<file path="src/rtl/pm_pkg.sv">
package pm_pkg;

    typedef enum logic {
        PM_WIDTH   = 1'b0,
        PM_DENSITY = 1'b1
    } pm_mode_e;

    typedef struct packed {
        logic     enable;
        pm_mode_e mode;
        logic     invert;
    } pm_ctrl_t;

    // Cycle length never drops below one clock
    function automatic logic [31:0] pm_fix_range(input logic [31:0] r);
        return (r == 32'd0) ? 32'd1 : r;
    endfunction

    // High count is capped at the cycle length
    function automatic logic [31:0] pm_fix_data(input logic [31:0] d, input logic [31:0] r);
        return (d > r) ? r : d;
    endfunction

endpackage

</file>
<file path="src/rtl/pm_cycle_timer.sv">
module pm_cycle_timer #(
    parameter int CW = 16
) (
    input  logic          clk,
    input  logic          rst,
    input  logic          run,
    input  logic [CW-1:0] tc,
    output logic [CW-1:0] pos,
    output logic          last
);

    assign last = run && (pos == tc - CW'(1));

    always_ff @(posedge clk) begin
        if (rst || !run) begin
            pos <= '0;
        end else if (last) begin
            pos <= '0;
        end else begin
            pos <= pos + CW'(1);
        end
    end

    // position stays inside the working cycle
    a_r1_pos_in_range: assert property (@(posedge clk) disable iff (rst)
        run |-> (pos < tc));

    // a disabled channel holds its position at zero
    a_r6_idle_clears_pos: assert property (@(posedge clk) disable iff (rst)
        !run |=> (pos == '0));

endmodule

</file>
<file path="src/rtl/pm_density_acc.sv">
module pm_density_acc #(
    parameter int CW = 16
) (
    input  logic          clk,
    input  logic          rst,
    input  logic          run,
    input  logic          last,
    input  logic [CW-1:0] tc,
    input  logic [CW-1:0] d,
    output logic          pulse
);

    logic [CW-1:0] acc;
    logic [CW:0]   sum;

    assign sum   = {1'b0, acc} + {1'b0, d};
    assign pulse = run && (sum >= {1'b0, tc});

    always_ff @(posedge clk) begin
        if (rst || !run || last) begin
            acc <= '0;
        end else if (pulse) begin
            acc <= CW'(sum - {1'b0, tc});
        end else begin
            acc <= sum[CW-1:0];
        end
    end

    // accumulator remainder is always below the cycle length
    a_r2_acc_bound: assert property (@(posedge clk) disable iff (rst)
        run |-> (acc < tc));

    // sparse densities give single-clock pulses
    a_r2_single_clock: assert property (@(posedge clk) disable iff (rst)
        (pulse && !last && ({d, 1'b0} <= {1'b0, tc})) |=> !pulse);

endmodule

</file>
<file path="src/rtl/pm_width_cmp.sv">
module pm_width_cmp #(
    parameter int CW = 16
) (
    input  logic [CW-1:0] pos,
    input  logic [CW-1:0] d,
    input  logic          run,
    output logic          high
);

    assign high = run && (pos < d);

endmodule

</file>
<file path="src/rtl/pulse_mod_channel.sv">
module pulse_mod_channel
    import pm_pkg::*;
#(
    parameter int CW = 16
) (
    input  logic          clk,
    input  logic          rst,
    input  logic          cfg_we,
    input  logic          cfg_enable,
    input  logic          cfg_mode,
    input  logic          cfg_invert,
    input  logic          range_we,
    input  logic [CW-1:0] range_val,
    input  logic          data_we,
    input  logic [CW-1:0] data_val,
    output logic          pm_out
);

    pm_ctrl_t      ctrl;
    logic [CW-1:0] range_sh;
    logic [CW-1:0] data_sh;
    logic [CW-1:0] tc_act;
    logic [CW-1:0] d_act;
    logic [CW-1:0] tc_next;
    logic [CW-1:0] d_next;
    logic [CW-1:0] pos;
    logic          last;
    logic          dens_pulse;
    logic          width_high;
    logic          raw;
    logic          load_act;
    logic          out_q;

    always_ff @(posedge clk) begin
        if (rst) begin
            ctrl     <= '{enable: 1'b0, mode: PM_WIDTH, invert: 1'b0};
            range_sh <= CW'(1);
            data_sh  <= '0;
        end else begin
            if (cfg_we) begin
                ctrl <= '{enable: cfg_enable, mode: pm_mode_e'(cfg_mode), invert: cfg_invert};
            end
            if (range_we) range_sh <= range_val;
            if (data_we)  data_sh  <= data_val;
        end
    end

    assign tc_next  = CW'(pm_fix_range(32'(range_sh)));
    assign d_next   = CW'(pm_fix_data(32'(data_sh), 32'(tc_next)));
    assign load_act = !ctrl.enable || last;

    always_ff @(posedge clk) begin
        if (rst) begin
            tc_act <= CW'(1);
            d_act  <= '0;
        end else if (load_act) begin
            tc_act <= tc_next;
            d_act  <= d_next;
        end
    end

    pm_cycle_timer #(.CW(CW)) u_timer (
        .clk  (clk),
        .rst  (rst),
        .run  (ctrl.enable),
        .tc   (tc_act),
        .pos  (pos),
        .last (last)
    );

    pm_density_acc #(.CW(CW)) u_density (
        .clk   (clk),
        .rst   (rst),
        .run   (ctrl.enable),
        .last  (last),
        .tc    (tc_act),
        .d     (d_act),
        .pulse (dens_pulse)
    );

    pm_width_cmp #(.CW(CW)) u_width (
        .pos  (pos),
        .d    (d_act),
        .run  (ctrl.enable),
        .high (width_high)
    );

    assign raw = (ctrl.mode == PM_DENSITY) ? dens_pulse : width_high;

    always_ff @(posedge clk) begin
        if (rst) begin
            out_q <= 1'b0;
        end else begin
            out_q <= (ctrl.enable && raw) ^ ctrl.invert;
        end
    end

    assign pm_out = out_q;

    // working range and data only change at a boundary or while idle
    a_r5_shadow_hold: assert property (@(posedge clk) disable iff (rst)
        (ctrl.enable && !last) |=> ($stable(d_act) && $stable(tc_act)));

    // clamped data never exceeds the working range, range never zero
    a_r7_data_clamped: assert property (@(posedge clk) disable iff (rst)
        (d_act <= tc_act) && (tc_act != '0));

endmodule

</file>
<file path="config.mk">
export PLATFORM = sky130hd
export DESIGN_NAME = pulse_mod_channel
export DESIGN_NICKNAME = d
export VERILOG_FILES = /design/src/rtl/pm_pkg.sv /design/src/rtl/pm_cycle_timer.sv /design/src/rtl/pm_density_acc.sv /design/src/rtl/pm_width_cmp.sv /design/src/rtl/pulse_mod_channel.sv
export SDC_FILE = /design/constraint.sdc
export NUM_CORES = 1
export LEC_CHECK = 0
export CAP_MARGIN = 5
export CORE_ASPECT_RATIO = 1.75
export CORE_MARGIN = 2
export CORE_UTILIZATION = 25
export CTS_CLUSTER_SIZE = 25
export DETAILED_ROUTE_END_ITERATION = 8
export SLEW_MARGIN = 5
export SYNTH_ARGS = -nofsm -noshare
export SYNTH_HDL_FRONTEND = slang
export SYNTH_SLANG_ARGS = --single-unit
</file>
<file path="constraint.sdc">
create_clock -name clk -period 4.7 [get_ports clk]
set_clock_uncertainty 0.05 [all_clocks]
set_input_delay 1.41 -clock clk [delete_from_list [all_inputs] [get_ports clk]]
set_output_delay 1.41 -clock clk [all_outputs]
set_load 0.01 [all_outputs]
</file>
==> results.json <==
{
  "outcome": "complete, no violations",
  "synthTopCellsByArea": "dfxtp_1 31%, ha_1 12%, mux2i_1 9.2%",
  "synth_nets": 887,
  "routed_wl_mm": 17.7,
  "cts_tree": "done",
  "dieHeight_um": 218,
  "synth_top_area_cell": "dfxtp_1",
  "max_freq_mhz": 223,
  "syn_avg_cell_area_um2": 8.40,
  "grt_usage_pct": 13.2,
  "overflow": 0,
  "drtIter0Drc": 217,
  "hold_depth": 2,
  "io_pins": 41,
  "synthCells": 780,
  "ff_latch_area_um2": 2000,
  "nets": 941,
  "clkTransAtPathRegs_ns": 0.07,
  "crit_path_start_kind": "flip-flop",
  "via_count": 5621,
  "ys_warn_count": 0,
  "holdWs_ns": 0.435,
  "required_ns": 4.96,
  "layout_worst_path_cycle_share_pct": 95.5,
  "grt_max_degree": 70,
  "die_x_um": 126,
  "ys_seq_elements": 100,
  "reg2reg_depth": 17,
  "setup_viol": 0,
  "synth_cell_types": 60,
  "netlist.area_leader.share_pct": 30.6,
  "core_um2": 25900,
  "clock-sinks": 100,
  "ys.flop_type": "dfxtp_1",
  "multi_input_area_um2": 4240,
  "antenna_cells": 0,
  "synth_edf_count": 0,
  "worst_pin_slew_ns": 0.985,
  "grt_pass1_vias": 5546,
  "cellLeakagePower_uw": 0.00332,
  "cp-end-kind": "flip-flop",
  "power.total_uw": 2490,
  "drc": 0,
  "num_rows": 78,
  "cp_max_fo": 7,
  "dp_hpwl_mm": 14.1,
  "start_util_pct": 25.3,
  "dp.cells": 1142,
  "layout.cells.non_filler": 1158,
  "fillers": 2729,
  "max-slew-margin-rel_pct": 34.1,
  "hold_viol": 0,
  "grt_pass1_wl_mm": 28.3,
  "async_flop_share_pct": 0,
  "cp.arrival_ns": 4.75,
  "vias_per_cell": 4.85,
  "clk_latency_ns": 0.37,
  "cts_made_buffers": 9,
  "hold_path.class": "reg -> reg",
  "syn-cell-area_um2": 6550,
  "crit_start": "d_act[6]",
  "rrSetupSlack_ns": 0.21,
  "utilization_pct": 30.2,
  "seq_area_frac_synth_pct": 30.6,
  "synthToLayoutAreaGrowth_pct": 19.3,
  "cts-root-buf": "clkbuf_16",
  "finalWorstSetupSlack_ns": 0.211,
  "h-tree-depth": 3,
  "port_buffers": 40,
  "slew_viol_final": 0,
  "cap_violations": 0,
  "hp-start": "range_sh[0]",
  "wl_per_cell_um": 15.3,
  "layout_min_cycle_time_ns": 4.49,
  "first_pass_iters": 4,
  "gp_congestion": 0.846,
  "dieArea_um2": 27600,
  "antenna_found_initial": 0,
  "worstReg2RegStart": "d_act[6]",
  "crit_type": "reg -> reg",
  "drive_gt1_share_pct": 7.64,
  "ir_worst_vdd_mv": 0.205,
  "ys_top_cells_by_count": "129 x nor2_1, 100 x dfxtp_1, 65 x ha_1",
  "synth_most_common_cell": "nor2_1",
  "ant_nets": 0,
  "preCtsSetupSlack_ns": -0.0956,
  "power_density_nw_per_um2": 318,
  "cts_max_path_buffers": 2
}
-- area by class of cell --
| cell class | instances | share of cell area, % |
|---|---|---|
| timing repair buffer | 70 | 8.26 |
| clock inverter | 5 | 0.785 |
| sequential | 100 | 25.6 |
| clock buffer | 10 | 3.06 |
| inverter | 59 | 2.83 |
| tap | 320 | 5.12 |
| multi-input combinational | 594 | 54.3 |
-- state kept, by name, indices dropped and copies added, names as in the netlist --
signal / flops
d_act: 16
data_sh: 16
range_sh: 16
tc_act: 16
u_density.acc: 16
u_timer.pos: 16
ctrl: 3
pm_out: 1
-- cells by family (layout without fill, tap and decap cells) --
group	Yosys count	count (layout)	share of synthesized area, %
flops	100	100	30.6
fa+ha+maj	67	67	13.0
mux	61	61	9.34
buf+inv	86	144	5.21
xor+xnor	55	55	7.35
simple gates	261	261	18.9
compound gates	150	150	15.6
-- per-stage QoR --
step | instance area [µm²] | setup TNS, ns
after global routing | 7810 | -0.00242
final | 7810 | 0
after detailed placement | 7470 | -0.661
after floorplan | 6550 | 0
after CTS | 7770 | 0
after global placement | 7470 | -0.126
-- worst max-delay path: stages, from the launching register on --
cell      delay, ns
dfxtp_1        0.33
ha_1           0.39
a21o_1         0.21
a21oi_1        0.19
nor3b_1        0.44
a211o_1        0.20
and3_1         0.20
a21oi_1        0.09
xor2_1         0.17
ha_1           0.39
nand3_1        0.11
or4b_2         0.62
o2111a_1       0.16
o221a_2        0.15
nand2b_1       0.16
buf_4          0.18
o31a_1         0.30
nor2_1         0.08
-- timing repair --
action / 4_1_cts / 5_1_grt
gates resized for setup: 3 / 6
endpoints found under the setup margin: 11 / 17
hold buffers: 0 / 0
buffers inserted: 0 / 1
pin swaps: 0 / 3
-- power by group --
part           switching (µW)  internal, µW
clock network             355           428
registers                50.4           891
logic                     400           362
-- worst paths after layout --
check	to
hold reg to reg	range_sh[0]
setup / recovery	u_density.acc[5]
hold / removal	range_sh[0]
setup reg to reg	u_density.acc[5]
-- cells in the final DEF (no fill, tap or decap), drive strengths merged, types with 19 or more instances in the layout --
master	netlist	final
nand3	22	22
nor3	19	19
xnor2	36	36
ha	65	65
dfxtp	100	100
xor2	19	19
clkdlybuf4s50	0	39
mux2i	60	60
o21ai	36	36
a21oi	37	37
inv	59	60
nand2	27	27
buf	10	31
nor2	129	129
-- metal layers --
metal / track usage, % / wire, µm / part of all wire [%]
met2: 26.0 / 10000 / 57
met3: 2.15 / 363 / 2.0
met5: 0 / 0 / 0
met4: 7.84 / 827 / 4.7
met1: 12.5 / 6520 / 37
Power figures use the tool's default switching activity.
